**src/rtl/tx_rst_pkg.sv**
```systemverilog
// Shared types for the transmit reset sequencer.
// Assumes: the stage order in seq_state_e is the order the sequencer visits stages.
package tx_rst_pkg;

    typedef enum logic [2:0] {
        ST_WAIT_REL  = 3'd0,
        ST_CKCAL     = 3'd1,
        ST_PMA       = 3'd2,
        ST_WAIT_URDY = 3'd3,
        ST_FEC       = 3'd4,
        ST_PCS       = 3'd5,
        ST_DONE      = 3'd6
    } seq_state_e;

endpackage

```
**src/rtl/tx_rst_sync.sv**
```systemverilog
// Two-flop synchronizer bank for asynchronous control inputs.
// Assumes: each bit is an independent level; RST_VAL gives the value seen during reset.
module tx_rst_sync #(
    parameter int          W       = 1,
    parameter logic [W-1:0] RST_VAL = '0
) (
    input  logic         clk,
    input  logic         rst_n,
    input  logic [W-1:0] d_async,
    output logic [W-1:0] q_sync
);

    logic [W-1:0] meta_q;
    logic [W-1:0] sync_q;

    // Two flops per bit; bits are independent, so one generate copy per bit.
    for (genvar b = 0; b < W; b++) begin : g_bit
        always_ff @(posedge clk) begin
            if (!rst_n) begin
                meta_q[b] <= RST_VAL[b];
                sync_q[b] <= RST_VAL[b];
            end else begin
                meta_q[b] <= d_async[b];
                sync_q[b] <= meta_q[b];
            end
        end
    end

    assign q_sync = sync_q;

endmodule

```
**src/rtl/tx_rst_timer.sv**
```systemverilog
// Stage dwell timer: flags the last cycle of a STAGE_CYCLES-long stage.
// Assumes: clr is high on every cycle that is not inside a timed stage and
// on the last cycle before a stage change, so counting restarts at 0.
module tx_rst_timer #(
    parameter int STAGE_CYCLES = 8
) (
    input  logic clk,
    input  logic rst_n,
    input  logic clr,
    output logic last
);

    localparam int CNT_W = (STAGE_CYCLES > 1) ? $clog2(STAGE_CYCLES) : 1;
    localparam logic [CNT_W-1:0] CNT_LAST = CNT_W'(STAGE_CYCLES - 1);

    logic [CNT_W-1:0] cnt_q;

    // Count cycles spent in the current stage.
    always_ff @(posedge clk) begin
        if (!rst_n || clr) begin
            cnt_q <= '0;
        end else if (cnt_q != CNT_LAST) begin
            cnt_q <= cnt_q + 1'b1;
        end
    end

    assign last = (cnt_q == CNT_LAST);

    AST_CNT_IN_RANGE: assert property (@(posedge clk) disable iff (!rst_n)
        cnt_q <= CNT_LAST);

    AST_CLR_RESTARTS: assert property (@(posedge clk) disable iff (!rst_n)
        clr |=> (cnt_q == '0));

endmodule

```
**src/rtl/tx_rst_seq.sv**
```systemverilog
// Transmit reset sequencer top: steps calibration, PMA, FEC and PCS sub-resets
// in order, with per-stage masks, a user-ready hold before the coding stages,
// and a PMA-only entry point.
// Assumes: masks are quasi-static; requests and user_rdy are asynchronous.
module tx_rst_seq #(
    parameter int STAGE_CYCLES = 8
) (
    input  logic       clk,
    input  logic       rst_n,
    input  logic       full_rst_req,
    input  logic       pma_rst_req,
    input  logic       user_rdy,
    input  logic [1:0] pma_mask,
    input  logic [1:0] pcs_mask,
    output logic       ckcal_rst,
    output logic       pma_rst,
    output logic       fec_rst,
    output logic       pcs_rst,
    output logic       rst_done
);

    import tx_rst_pkg::*;

    localparam int NSYNC = 3;

    logic [NSYNC-1:0] sync_out;
    logic             full_s;
    logic             pma_s;
    logic             urdy_s;
    logic             pma_d;
    logic             pma_edge;
    logic             stage_last;
    logic             timed;
    logic             timer_clr;
    seq_state_e       state_q;
    seq_state_e       state_d;
    seq_state_e       pma_entry;
    seq_state_e       rel_entry;
    seq_state_e       pcs_entry;

    // Full request reads as asserted during reset so no stage starts early.
    tx_rst_sync #(.W(NSYNC), .RST_VAL(3'b001)) u_sync (
        .clk     (clk),
        .rst_n   (rst_n),
        .d_async ({user_rdy, pma_rst_req, full_rst_req}),
        .q_sync  (sync_out)
    );

    assign full_s = sync_out[0];
    assign pma_s  = sync_out[1];
    assign urdy_s = sync_out[2];

    // Delay the PMA-only request one cycle for edge detection.
    always_ff @(posedge clk) begin
        if (!rst_n) pma_d <= 1'b0;
        else        pma_d <= pma_s;
    end

    assign pma_edge = pma_s & ~pma_d;

    // First enabled stage from each entry point; a masked stage is passed over.
    always_comb begin
        pma_entry = pma_mask[1] ? ST_PMA : ST_WAIT_URDY;
        rel_entry = pma_mask[0] ? ST_CKCAL : pma_entry;
        if (pcs_mask[0])      pcs_entry = ST_FEC;
        else if (pcs_mask[1]) pcs_entry = ST_PCS;
        else                  pcs_entry = ST_DONE;
    end

    // Next-state decision: full request first, then PMA-only edge, then stepping.
    always_comb begin
        state_d = state_q;
        if (full_s) begin
            state_d = ST_WAIT_REL;
        end else if (pma_edge && state_q != ST_WAIT_REL) begin
            state_d = pma_entry;
        end else begin
            case (state_q)
                ST_WAIT_REL:  state_d = rel_entry;
                ST_CKCAL:     if (stage_last) state_d = pma_entry;
                ST_PMA:       if (stage_last) state_d = ST_WAIT_URDY;
                ST_WAIT_URDY: if (urdy_s)     state_d = pcs_entry;
                ST_FEC:       if (stage_last) state_d = pcs_mask[1] ? ST_PCS : ST_DONE;
                ST_PCS:       if (stage_last) state_d = ST_DONE;
                default:      state_d = state_q;
            endcase
        end
    end

    // State register.
    always_ff @(posedge clk) begin
        if (!rst_n) state_q <= ST_WAIT_REL;
        else        state_q <= state_d;
    end

    // Restart the dwell count on any stage change or outside timed stages.
    assign timed = (state_q == ST_CKCAL) || (state_q == ST_PMA) ||
                   (state_q == ST_FEC)   || (state_q == ST_PCS);
    assign timer_clr = !timed || (state_d != state_q);

    tx_rst_timer #(.STAGE_CYCLES(STAGE_CYCLES)) u_timer (
        .clk   (clk),
        .rst_n (rst_n),
        .clr   (timer_clr),
        .last  (stage_last)
    );

    // Output decode straight from the state register.
    assign ckcal_rst = (state_q == ST_CKCAL);
    assign pma_rst   = (state_q == ST_PMA);
    assign fec_rst   = (state_q == ST_FEC);
    assign pcs_rst   = (state_q == ST_PCS);
    assign rst_done  = (state_q == ST_DONE);

    AST_ONE_STROBE: assert property (@(posedge clk) disable iff (!rst_n)
        $onehot0({ckcal_rst, pma_rst, fec_rst, pcs_rst}));

    AST_DONE_QUIET: assert property (@(posedge clk) disable iff (!rst_n)
        rst_done |-> !(ckcal_rst || pma_rst || fec_rst || pcs_rst));

    AST_FEC_NEEDS_URDY: assert property (@(posedge clk) disable iff (!rst_n)
        $rose(fec_rst) |-> $past(urdy_s));

    AST_PCS_NEEDS_URDY: assert property (@(posedge clk) disable iff (!rst_n)
        $rose(pcs_rst) |-> ($past(urdy_s) || $past(fec_rst)));

    AST_FULL_ABORTS: assert property (@(posedge clk) disable iff (!rst_n)
        full_s |=> !(ckcal_rst || pma_rst || fec_rst || pcs_rst || rst_done));

    AST_CKCAL_MASKED: assert property (@(posedge clk) disable iff (!rst_n)
        $rose(ckcal_rst) |-> $past(pma_mask[0]));

    AST_PMA_ONLY_NO_CKCAL: assert property (@(posedge clk) disable iff (!rst_n)
        (pma_edge && !full_s) |=> !ckcal_rst);

    AST_DONE_AFTER_STAGE: assert property (@(posedge clk) disable iff (!rst_n)
        $rose(rst_done) |-> ($past(urdy_s) || $past(fec_rst) || $past(pcs_rst)));

endmodule

```
**config.mk**
```make
export PLATFORM = sky130hd
export DESIGN_NAME = tx_rst_seq
export DESIGN_NICKNAME = d
export VERILOG_FILES = /design/src/rtl/tx_rst_pkg.sv /design/src/rtl/tx_rst_sync.sv /design/src/rtl/tx_rst_timer.sv /design/src/rtl/tx_rst_seq.sv
export SDC_FILE = /design/constraint.sdc
export NUM_CORES = 1
export LEC_CHECK = 0
export BUFFER_PORTS_ARGS = -buffer_cell sky130_fd_sc_hd__buf_4
export CAP_MARGIN = 15
export CORE_AREA = 2 2 39 41
export CTS_CLUSTER_DIAMETER = 150
export DETAILED_ROUTE_END_ITERATION = 6
export DIE_AREA = 0 0 41 43
export PLACE_DENSITY = 0.7
export SLEW_MARGIN = 15
export SYNTH_ARGS = -nofsm -noshare
export SYNTH_HDL_FRONTEND = slang
export SYNTH_HIERARCHICAL = 1
export SYNTH_SLANG_ARGS = --single-unit
```
**constraint.sdc**
```tcl
create_clock -name clk -period 4.3 [get_ports clk]
set_clock_uncertainty 0.2 [all_clocks]
set_input_delay 0.43 -clock clk [delete_from_list [all_inputs] [get_ports clk]]
set_output_delay 0.43 -clock clk [all_outputs]
set_load 0.05 [all_outputs]
```
# Word-level counts from Yosys, hierarchy flattened

Index checks and enable logic that the tools add are counted.

Logic and storage cells: 43
Register bits: 13
Output and inout bits: 5
Input bits: 9

Muxes and demuxes: 12
Equal/unequal tests: 9
Add/sub/neg operators: 1
Reductions and logical operators: 10
Bitwise gates (word level): 2

Operator list:

| kind                                                | count |
|---|---|
| two-way mux 3 bit                                   | 7 |
| case mux 3 bit (6 select lines)                     | 1 |
| equality test 3 bit, second input constant          | 4 |
| equality test 3 x 2 -> 1 bit, second input constant | 2 |
| two-way mux 2 bit                                   | 3 |
| logical OR 1 bit                                    | 5 |
| adder 3 x 1 -> 3 bit, second input constant         | 1 |
| equality test 3 x 1 -> 1 bit, second input constant | 1 |
| zero test 3 bit                                     | 1 |
| != test 3 bit                                       | 1 |
| != test 3 bit, second input constant                | 1 |
| nonzero test 3 bit                                  | 1 |
| zero test 1 bit                                     | 2 |
| bitwise AND 1 bit                                   | 1 |
| logical AND 1 bit                                   | 1 |
| two-way mux 1 bit                                   | 1 |
| NOT 1 bit                                           | 1 |

# Longest topological paths before layout

Depth in word-level cells: 9
Gate-level depth with buffers: 9
Mapped depth without buffers: 9

# Modules after synthesis

The synthesis kept the hierarchy.

By module, submodules not included:

| module       | area each (um^2) | seq. area each (um^2) | instances | cells each |
|---|---|---|---|---|
| tx_rst_seq   | 361.6            | 80.1                  | 1         | 48 |
| tx_rst_sync  | 157.7            | 120.1                 | 1         | 12 |
| tx_rst_timer | 143.9            | 60.1                  | 1         | 13 |

# Least setup slack after synthesis

No wires, ideal clock.

Path type: reg-to-reg
Start point: reg u_timer.cnt_q[0]
End point: reg u_timer.cnt_q[1]
Setup time: 114 ps
Arrival time: 1656 ps
Setup slack: 2330 ps
Cell stages (with the launch flop): 10
Buffers on the path: 0
Clock period less this slack: 1970 ps
Data required time: 3986 ps
Cell sequence: dfxtp_1 ha_1 ha_1 nor2_1 a311o_1 a32oi_2 a211oi_1 o22ai_1 nand2b_1 nor2_1

Cells in the longest elaborated chain, start to end: 8

RTL lines:

| what                                        | line               | RTL |
|---|---|---|
| from (decl)                                 | tx_rst_timer.sv:16 | `logic [CNT_W-1:0] cnt_q;` |
| from (signal assigned)                      | tx_rst_timer.sv:23 | `cnt_q <= cnt_q + 1'b1;` |
| equality test 3 bit (*)                     | tx_rst_timer.sv:27 | `assign last = (cnt_q == CNT_LAST);` |
| via stage_last                              | tx_rst_seq.sv:32   | `logic stage_last;` |
| two-way mux 3 bit, on equally long branches | n/a                |  |
| case mux 3 bit (6 select lines) (*)         | tx_rst_seq.sv:78   | `case (state_q)` |
| two-way mux 3 bit (*)                       | tx_rst_seq.sv:75   | `end else if (pma_edge && state_q != ST_WAIT_REL) begin` |
| two-way mux 3 bit (*)                       | tx_rst_seq.sv:73   | `if (full_s) begin` |
| != test 3 bit (*)                           | tx_rst_seq.sv:99   | `assign timer_clr = !timed \|\| (state_d != state_q);` |
| logical OR 1 bit (*)                        | tx_rst_seq.sv:99   |  |
| via timer_clr                               | tx_rst_seq.sv:34   | `logic timer_clr;` |
| logical OR 1 bit (*)                        | tx_rst_timer.sv:20 | `if (!rst_n \|\| clr) begin` |

The timed path passes the listed nets; every way through them passes the cells marked *.
A chain may end at the register's enable or synchronous reset.

# Worst setup path in the final report

Ends and elaborated chain as after synthesis.

==> summary.md <==
| Metric | Value |
|---|---|
| Number of enable-type register cells in the synthesized netlist | 0 |
| Lkg Pwr | 0.000340 uW |
| TritonCTS clock tree | yes |
| RSZ-0062 raised after global routing | false |
| Worst setup margin | 2.07 ns |
| Kind of critical path | reg -> reg |
| Delay-heaviest family, CP | compound AO/OA/AOI/OAI gates |
| Count of distinct cell types in the synthesized netlist | 28 |
| Relative area change from synthesis to final layout | 19.6% |
| # Post-CTS Setup Buffers | 0 |
| Min-Delay Path Depth | 2 |
| Post-synthesis share of cell area spent on full adders, half adders and majority gates | 0.0566 |
| Post-CTS Hold Buffers | 0 |
| Area fraction in and, or, nand and nor cells after synthesis | 0.275 |
| Maximum number of pins on one net before global-route repair | 17 |
| Fin. Hold Viols | 0 |
| Root Buffer | sky130_fd_sc_hd__clkbuf_4 |
| Detailed-route wire length | 1.15 mm |
| Proportion of power drawn by flip-flops and latches | 0.575 |
| Number of diodes | 0 |
| Port bufs | 13 |
| Part of the Yosys area used for sequential elements | 0.392 |
| Most used flip-flop cell after synthesis | sky130_fd_sc_hd__dfxtp_1 |
| Total Nets Final | 100 |
| Setup violations, final | 0 |
| Count of instances resized after the clock tree is built | 0 |
| Residual DRC | 0 |
| Worst r2r path cells | 9 |
| Worst max-slew margin expressed relative to the limit | 0.682 |
| Gpl congestion | 0.660 |
| Iter 0 DRT Violations | 5 |
| Cell type with the highest aggregate area in the netlist | sky130_fd_sc_hd__dfxtp_1 |
| Outcome | completed |
| Die outline height | 43 um |
| Floorplan die width | 41 um |
| Dominant combinational cell family by area after synthesis | simple AND/OR/NAND/NOR gates |
| Pre-CTS worst setup slack | 2.10 ns |
| Post-synthesis net count | 85 |
| Post-layout min period | 2.23 ns |
| Pwr dens | 277 nW/um^2 |
| Measured slew at the worst slew-check pin | 0.476 ns |
| Flops & latches, synth | 13 |
| Clock sink total | 13 |
| Share of the synthesized netlist area taken by xor and xnor gates | 0.0132 |
| Portion of netlist area occupied by mux cells | 0.0453 |
| Crit start category | register |
| Worst min-delay path category | in -> reg |
| Synth area leaders | sky130_fd_sc_hd__dfxtp_1 (39%), sky130_fd_sc_hd__and2_1 (7.5%), sky130_fd_sc_hd__nor2b_1 (6.6%) |
| Total negative setup slack | 0 ns |
| Crit path buffers/inverters | 0 |
| Switching power | 49.0 uW |
| Syn avg cell area | 9.08 um^2 |
| Highest attainable clock frequency | 449 MHz |
| Area of the mapped netlist | 663 um^2 |
| Combinational power share | 0.089 |
| Fraction of the mapped netlist area in compound gates | 0.191 |
| Vias in the first global route | 450 |
| Synth warnings | 6 |
| Share of final-layout standard cells stronger than drive strength 1 | 0.207 |
| Floorplan row count | 14 |
| Total die area | 1760 um^2 |
| Placeable core region | 1380 um^2 |
| Critical path endpoint category | register |
| Asr flop ratio synth | 0 |
| Clock-pin slew on the worst setup and hold paths | 0.07 ns |
| Biggest cell delay along the critical path | 0.35 ns |
| Net switching fraction of the power | 0.223 |
| Clk network pwr share | 0.336 |
| H-Tree Depth | 1 |
| Final-report max-slew violation count | 0 |
| Clock buffer count from CTS | 3 |
| Maximum resistive drop on vdd | 0.151 mV |
| Required time at the endpoint of the critical path | 4.27 ns |
| Number of routed nets with antenna violations | 0 |
| Internal power of the cells | 171 uW |
| Starting utilization of the core area | 0.479 |
| Endpoint arrival time on the critical path | 2.20 ns |
| Final Cycle Share | 0.518 |
| Tot GR Track Use | 0.157 |
| HPWL after detailed placement | 859 um |
| Initial antenna violation count | 0 |
| Post-synthesis cell count | 73 |
| Maximum root-to-sink buffer count | 2 |
| Detail-routed via count per cell | 5.30 |
| Worst hold-check slack | 0.133 ns |
| Number of stages on the worst setup path | 9 |
| Ports placed on the boundary | 14 |
| Critical-path top delay cell | sky130_fd_sc_hd__dfxtp_1 |
| Total Power | 220 uW |
| Sum of overflow across all layers after global routing | 0 |
| Global-route wire length before repair | 1.83 mm |
| Worst-skew pair later-pin latency | 0.27 ns |
| CP Cell Sequence | ha_1, ha_1, nor2_1, a311o_1, a32oi_2, a211oi_1, o22ai_1, nand2b_1, nor2_1 |
| Final core area utilization | 0.573 |
| Yosys top cell area share | 0.392 |
| Number of maximum-capacitance violations | 0 |
| Initial DRT Pass Iterations | 2 |
| Vias | 546 |
| Peak fanout along the critical path | 4 |
| WL per Instance | 11.2 um |
==> final cells by class <==
cell class                      instances  area [um^2]
Multi-Input combinational cell         56          385
Tap cell                               16         20.0
Inverter                                1         3.75
Clock buffer                            4         26.3
Timing Repair Buffer                   13         97.6
Fill cell                             145          591
Sequential cell                        13          260
==> registers in the layout (all words and copies together) (netlist names) <==
register and cells:
u_sync/q_sync 3, pma_d 1, u_timer/cnt_q 3, state_q 3, u_sync/meta_q 3
==> power by group through the flow <==
stage	Combinational, uW	Clock (uW)	Sequential, uW
2_1_floorplan	11.9	0	128
3_3_place_gp	19.4	0	129
3_5_place_dp	19.8	0	129
4_1_cts	19.9	76.5	126
5_1_grt	21.9	78.4	127
6_report	19.6	74.0	126
==> path summary, 6_finish.rpt <==
path                                                    start                            end  slack [ns]
worst max-delay path            u_timer/cnt_q[0]$_SDFFE_PP0P_  u_timer/cnt_q[1]$_SDFFE_PP0P_        2.07
worst min-delay path                             full_rst_req    u_sync/meta_q[0]$_SDFF_PN1_        0.13
worst max register to register  u_timer/cnt_q[0]$_SDFFE_PP0P_  u_timer/cnt_q[1]$_SDFFE_PP0P_        2.07
worst min register to register    u_sync/meta_q[0]$_SDFF_PN1_    u_sync/q_sync[0]$_SDFF_PN1_        0.21
==> layout by cell type, fill, tap and decap left out, drive strengths merged <==
cell     synthesis  final
dfxtp           13     13
a311o            1      1
nor2             7      7
clkbuf           1      4
buf              2     13
a21oi            3      3
a211oi           1      1
nor3             1      1
mux2i            3      3
nand2b           6      6
o311a            1      1
a21o             1      1
o211ai           1      1
nand2            3      3
nor4b            1      1
xor2             1      1
a31oi            1      1
ha               3      3
inv              1      1
a311oi           1      1
and2             8      8
o21ai            2      2
nor2b            7      7
a2111oi          1      1
a32oi            1      1
o31ai            1      1
o22ai            1      1
==> metrics by stage <==
stage / cells / cell area [um^2]
floorplan: 73 / 663
global placement: 99 / 767
detailed placement: 99 / 767
CTS: 103 / 793
global route: 103 / 793
finish: 103 / 793
==> per-layer routing <==
| layer | share of wire | vias up | track usage |
|---|---|---|---|
| met1 | 0.46 | 246 | 0.189 |
| met3 | 0.041 | 5 | 0.0157 |
| li1 | - | 284 | - |
| met4 | 0.041 | 0 | 0.140 |
| met5 | 0 | - | 0 |
| met2 | 0.46 | 11 | 0.231 |
==> cell families after synthesis <==
| family | after synthesis |
|---|---|
| and+or+nand+nor | 33 |
| AOI/OAI and AO/OA | 16 |
| DFF | 13 |
| buffers and inverters | 4 |
| muxes | 3 |
| adders and majority gates | 3 |
| xor gates and xnor gates | 1 |
==> cell usage after synthesis (2+ instances only) <==
| cell type | count |
|---|---|
| sky130_fd_sc_hd__dfxtp_1 | 13 |
| sky130_fd_sc_hd__ha_1 | 3 |
| sky130_fd_sc_hd__nor2b_1 | 7 |
| sky130_fd_sc_hd__buf_2 | 2 |
| sky130_fd_sc_hd__and2_1 | 8 |
| sky130_fd_sc_hd__nand2_1 | 3 |
| sky130_fd_sc_hd__a21oi_1 | 3 |
| sky130_fd_sc_hd__nand2b_1 | 6 |
| sky130_fd_sc_hd__mux2i_1 | 3 |
| sky130_fd_sc_hd__nor2_1 | 7 |
Note: power is estimated with default switching activity, not from simulation.
